==> config.mk <==
export PLATFORM = sky130hd
export DESIGN_NAME = bitstream_port
export DESIGN_NICKNAME = d
export VERILOG_FILES = /design/src/rtl/bsp_pkg.sv /design/src/rtl/bsp_phase.sv /design/src/rtl/bsp_capture.sv /design/src/rtl/bsp_shaper.sv /design/src/rtl/bitstream_port.sv
export SDC_FILE = /design/constraint.sdc
export NUM_CORES = 1
export LEC_CHECK = 0
export ABC_AREA = 1
export BUFFER_PORTS_ARGS = -buffer_cell sky130_fd_sc_hd__buf_2
export CAP_MARGIN = 15
export CORE_MARGIN = 2
export CORE_UTILIZATION = 30
export DETAILED_ROUTE_END_ITERATION = 16
export REMOVE_ABC_BUFFERS = 1
export SETUP_SLACK_MARGIN = 0.1
export SKIP_CTS_REPAIR_TIMING = 1
export SLEW_MARGIN = 10
export SYNTH_ARGS = -nofsm -noshare
export SYNTH_HDL_FRONTEND = slang
export SYNTH_HIERARCHICAL = 1
export SYNTH_SLANG_ARGS = --single-unit
==> constraint.sdc <==
create_clock -name clk -period 1.7 [get_ports clk]
set_input_delay 0.085 -clock clk [delete_from_list [all_inputs] [get_ports clk]]
set_output_delay 0.085 -clock clk [all_outputs]
set_load 0.01 [all_outputs]
==> src/rtl/bsp_pkg.sv <==
package bsp_pkg;

    localparam int PH_W = 2;

    typedef enum logic [1:0] {
        FMT_SYNC  = 2'b00,
        FMT_HALF  = 2'b01,
        FMT_MANCH = 2'b10,
        FMT_EXT   = 2'b11
    } fmt_e;

    typedef struct packed {
        logic dat;
        logic dat_n;
        logic clk;
        logic clk_n;
    } pins_t;

    // Pin levels for one system cycle, given the format, the divider phase
    // (bit 0 = second half of a bit period) and the bit being sent.
    function automatic pins_t shape_pins(fmt_e f, logic [PH_W-1:0] ph, logic b);
        pins_t p;
        logic  d;
        logic  c;
        case (f)
            FMT_HALF:  begin d = b;         c = ph[0] ^ ph[1]; end
            FMT_MANCH: begin d = b ^ ph[0]; c = 1'b0;          end
            default:   begin d = b;         c = ph[0];         end
        endcase
        p.dat   = d;
        p.dat_n = ~d;
        p.clk   = c;
        p.clk_n = (f == FMT_MANCH) ? 1'b0 : ~c;
        return p;
    endfunction

endpackage

==> src/rtl/bsp_phase.sv <==
module bsp_phase
    import bsp_pkg::*;
(
    input  logic            clk,
    input  logic            rst,
    input  logic [1:0]      mode_req,
    output logic            tick,
    output logic [PH_W-1:0] ph_nx,
    output fmt_e            fmt_q,
    output fmt_e            fmt_nx
);
    logic [PH_W-1:0] ph_q;

    assign tick = ph_q[0];

    always_comb begin
        fmt_nx = fmt_q;
        ph_nx  = ph_q + 1'b1;
        if (tick) begin
            fmt_nx = fmt_e'(mode_req);
            if (fmt_nx != fmt_q) begin
                ph_nx = '0;
            end
        end
    end

    always_ff @(posedge clk) begin
        if (rst) begin
            ph_q  <= '0;
            fmt_q <= FMT_SYNC;
        end else begin
            ph_q  <= ph_nx;
            fmt_q <= fmt_nx;
        end
    end
endmodule

==> src/rtl/bsp_capture.sv <==
module bsp_capture (
    input  logic clk,
    input  logic rst,
    input  logic tick,
    input  logic bit_in,
    input  logic bit_vld,
    output logic bit_nx
);
    logic bit_q;

    assign bit_nx = (tick && bit_vld) ? bit_in : bit_q;

    always_ff @(posedge clk) begin
        if (rst) begin
            bit_q <= 1'b0;
        end else begin
            bit_q <= bit_nx;
        end
    end
endmodule

==> src/rtl/bsp_shaper.sv <==
module bsp_shaper
    import bsp_pkg::*;
(
    input  logic            clk,
    input  logic            rst,
    input  fmt_e            fmt_nx,
    input  logic [PH_W-1:0] ph_nx,
    input  logic            bit_nx,
    output pins_t           pins_q
);
    always_ff @(posedge clk) begin
        if (rst) begin
            pins_q <= '0;
        end else begin
            pins_q <= shape_pins(fmt_nx, ph_nx, bit_nx);
        end
    end
endmodule

==> src/rtl/bitstream_port.sv <==
module bitstream_port
    import bsp_pkg::*;
(
    input  logic       clk,
    input  logic       rst,
    input  logic [1:0] mode_sel,
    input  logic       mod_bit,
    input  logic       mod_bit_vld,
    output logic       mod_tick,
    output logic       dout,
    output logic       dout_n,
    output logic       cko,
    output logic       cko_n
);
    logic [PH_W-1:0] ph_nx;
    fmt_e            act_mode;
    fmt_e            mode_nx;
    logic            bit_nx;
    pins_t           pins;

    bsp_phase u_phase (
        .clk      (clk),
        .rst      (rst),
        .mode_req (mode_sel),
        .tick     (mod_tick),
        .ph_nx    (ph_nx),
        .fmt_q    (act_mode),
        .fmt_nx   (mode_nx)
    );

    bsp_capture u_capture (
        .clk     (clk),
        .rst     (rst),
        .tick    (mod_tick),
        .bit_in  (mod_bit),
        .bit_vld (mod_bit_vld),
        .bit_nx  (bit_nx)
    );

    bsp_shaper u_shaper (
        .clk    (clk),
        .rst    (rst),
        .fmt_nx (mode_nx),
        .ph_nx  (ph_nx),
        .bit_nx (bit_nx),
        .pins_q (pins)
    );

    assign dout   = pins.dat;
    assign dout_n = pins.dat_n;
    assign cko    = pins.clk;
    assign cko_n  = pins.clk_n;
endmodule

==> key figures <==
Run status
  – Status: complete, no violations

Place
  – Hpwl dp: 622 µm
  – Placement Setup Slack: 0.254 ns
  – Placed cell count: 91
  – GP Congestion: 0.726
  – PortBufs: 10

Setup path
  – Slowest stage delay, CP: 0.33 ns
  – Worst-path cell chain: inv_2 > nand2_1 > nand2_1 > inv_1 > ha_1 > inv_1 > nand2_1 > nand2_1 > nand3_1 > nand2_1 > inv_1
  – Critical path's slowest cell: dfxtp_1
  – Kind of critical path: register to register
  – Reg-to-reg critical path startpoint: u_phase/ph_q[0]$_SDFF_PP0_
  – Crit path buf inv count: 4
  – CP Capture Type: register
  – WP data required: 1.86 ns
  – Crit start category: register
  – Crit path DAT: 1.56 ns
  – Top delay family on crit path: simple AND/OR/NAND/NOR gates
  – Maximum fanout along the worst path: 6
  – Crit path top cell by count: nand2_1
  – CP startpoint: u_phase/ph_q[0]$_SDFF_PP0_

Synth
  – Most common cell in the netlist: nand2_1
  – YS warnings: 6
  – FF+latch count, synth: 9
  – Async S/R FF share, synth: 0%
  – Main synth FF type: dfxtp_1
  – Post-synthesis sequential area ratio: 40.8%
  – Synth cell count leaders: nand2_1 (22), inv_1 (14), dfxtp_1 (9)
  – EDFF count, synth: 0
  – Post-synth top area share: 40.8%
  – Mean area per synthesized cell: 6.79 µm²
  – Synth top area cells: dfxtp_1 (41%), nand2_1 (19%), inv_1 (12%)
  – Post-Syn Instances: 65
  – Synth area leader: dfxtp_1
  – Mapped Area: 442 µm²
  – Synth cell types: 11

Timing
  – Clock Skew: 0.00105 ns
  – Final WS setup: 0.298 ns
  – Setup violators final: 0
  – Final Cycle Share: 82.4%
  – Max-slew violation total from the final report: 0
  – Rel. slew slack: 86.4%
  – Final hold vios: 0
  – Unrepaired setup endpoints after global routing: no
  – Fmax: 0.713 GHz
  – TNS Setup: 0 ns
  – Worst-margin pin slew: 0.204 ns
  – Final min period: 1.40 ns

GRT
  – Global Route met1 Usage: 11.1%
  – Total GRT Usage: 11.3%
  – Pin count of the biggest net entering global routing: 10
  – GR Util met2: 17.8%
  – Gr busiest metal: met2
  – Vias in the first global route: 368
  – Antenna violations before repair: 0
  – First-pass GRT wire length: 1460 µm
  – Total grt overflow: 0
  – Met3 Track Usage GR: 6.47%

Floorplanning
  – Die height: 42.4 µm
  – Core area: 1330 µm²
  – Top-Level Pins: 11
  – Die Wd: 42.4 µm
  – Rows: 13
  – Initial Util: 33.1%
  – Die ar.: 1800 µm²

Drt
  – DR pass1 iterations: 2
  – Vias per cell: 4.32
  – Antenna viol nets, final: 0
  – Detailed-route DRC error count: 0
  – Final wirelength: 791 µm
  – Via count: 410
  – Initial drt markers: 4
  – DR WL/cell: 8.33 µm

Clocking
  – Clk Latency, worst-skew pair: 0.26 ns
  – Worst-case clock buffer depth: 2
  – TritonCTS clock tree: built
  – Clock Pin Slew Worst Setup and Hold Paths: 0.06 ns
  – Root buf cell: clkbuf_4
  – Total CTS buffers: 3
  – CTS H-tree depth: 1
  – Clk sink count: 9

Cells and area
  – Finished Layout Cells: 95
  – Core Util, Final: 40.8%
  – Area Growth Syn to Fin: 23.2%
  – Share of cells above drive strength 1: 23.8%
  – ANT cells: 0
  – # nets final: 90
  – Fill count: 147

Power and ir drop
  – Total power: 492 µW
  – Leakage: 0.308 nW
  – Pwr Density: 905 nW/µm²
  – Maximum VDD drop: 333 µV

Worst hold path
  – Hold WC Path Type: input port to register
  – Critical hold path startpoint: rst

Flow run
  – Max-cap violations: 0
## path summary, 6_finish.rpt
check	end	slack, ns	cells past startpoint
min reg2reg	u_phase/fmt_q[1]$_SDFF_PP0_	0.49	2
max reg2reg	u_shaper/pins_q[0]$_SDFF_PP0_	0.30	11
max	u_shaper/pins_q[0]$_SDFF_PP0_	0.30	11
min	u_shaper/pins_q[3]$_SDFF_PP0_	0.12	2
## worst register-to-register path: stages (launching register included)
cell and delay (ns):
dfxtp_1 0.33, inv_2 0.10, nand2_1 0.08, nand2_1 0.08
inv_1 0.06, ha_1 0.28, inv_1 0.08, nand2_1 0.05
nand2_1 0.05, nand3_1 0.08, nand2_1 0.07, inv_1 0.03
## cell type report
class	instances	area [µm²]	share of cell area, %
inverter	14	52.6	9.66
sequential	9	180	33.1
multi-input combinational	42	209	38.4
timing repair buffer	11	57.6	10.6
clock buffer	4	26.3	4.83
tap	15	18.8	3.45
## flip-flops by register name (all words and copies together), names as in the netlist
| name | cells |
|---|---|
| u_shaper/pins_q | 4 |
| u_phase/fmt_q | 2 |
| u_phase/ph_q | 2 |
| u_capture/bit_q | 1 |
## cells in the final DEF, fill, tap and decap left out, types with 2 or more instances in the layout
cell | synthesis | final
dfxtp_1 | 9 | 9
a21oi_2 | 2 | 2
nor2_1 | 6 | 6
buf_2 | 0 | 10
nand2_1 | 22 | 22
ha_1 | 3 | 3
nand3_1 | 4 | 4
inv_1 | 14 | 13
a21oi_1 | 2 | 2
clkbuf_4 | 0 | 3
## stage by stage
stage | hold slack (ns) | instance area [µm²]
after floorplan | 0.147 | 442
after detailed placement | 0.386 | 518
after global routing | 0.101 | 544
after global placement | 0.384 | 518
final | 0.119 | 544
after CTS | 0.106 | 544
## cell families (layout without fill, tap and decap cells)
| family | Yosys count | count (layout) | share of synthesized area [%] |
|---|---|---|---|
| and+or+nand+nor | 35 | 35 | 32.6 |
| buffers and inverters | 14 | 29 | 11.9 |
| DFF | 9 | 9 | 40.8 |
| AOI/OAI and AO/OA | 4 | 4 | 6.23 |
| adders and majority gates | 3 | 3 | 8.50 |
## power by group
part | switching (mW) | leakage (nW) | total (mW) | internal [mW]
Clock | 0.0737 | 0.0150 | 0.164 | 0.0904
Combinational | 0.0566 | 0.218 | 0.0945 | 0.0379
Sequential | 0.00574 | 0.0744 | 0.234 | 0.228
## per-layer routing
layer / wire length [µm] / vias to the layer above
met2: 357 / 10
met1: 375 / 176
li1: - / 222
met4: 9 / 0
met5: 0 / -
met3: 49 / 2
Power figures use the tool's default switching activity.
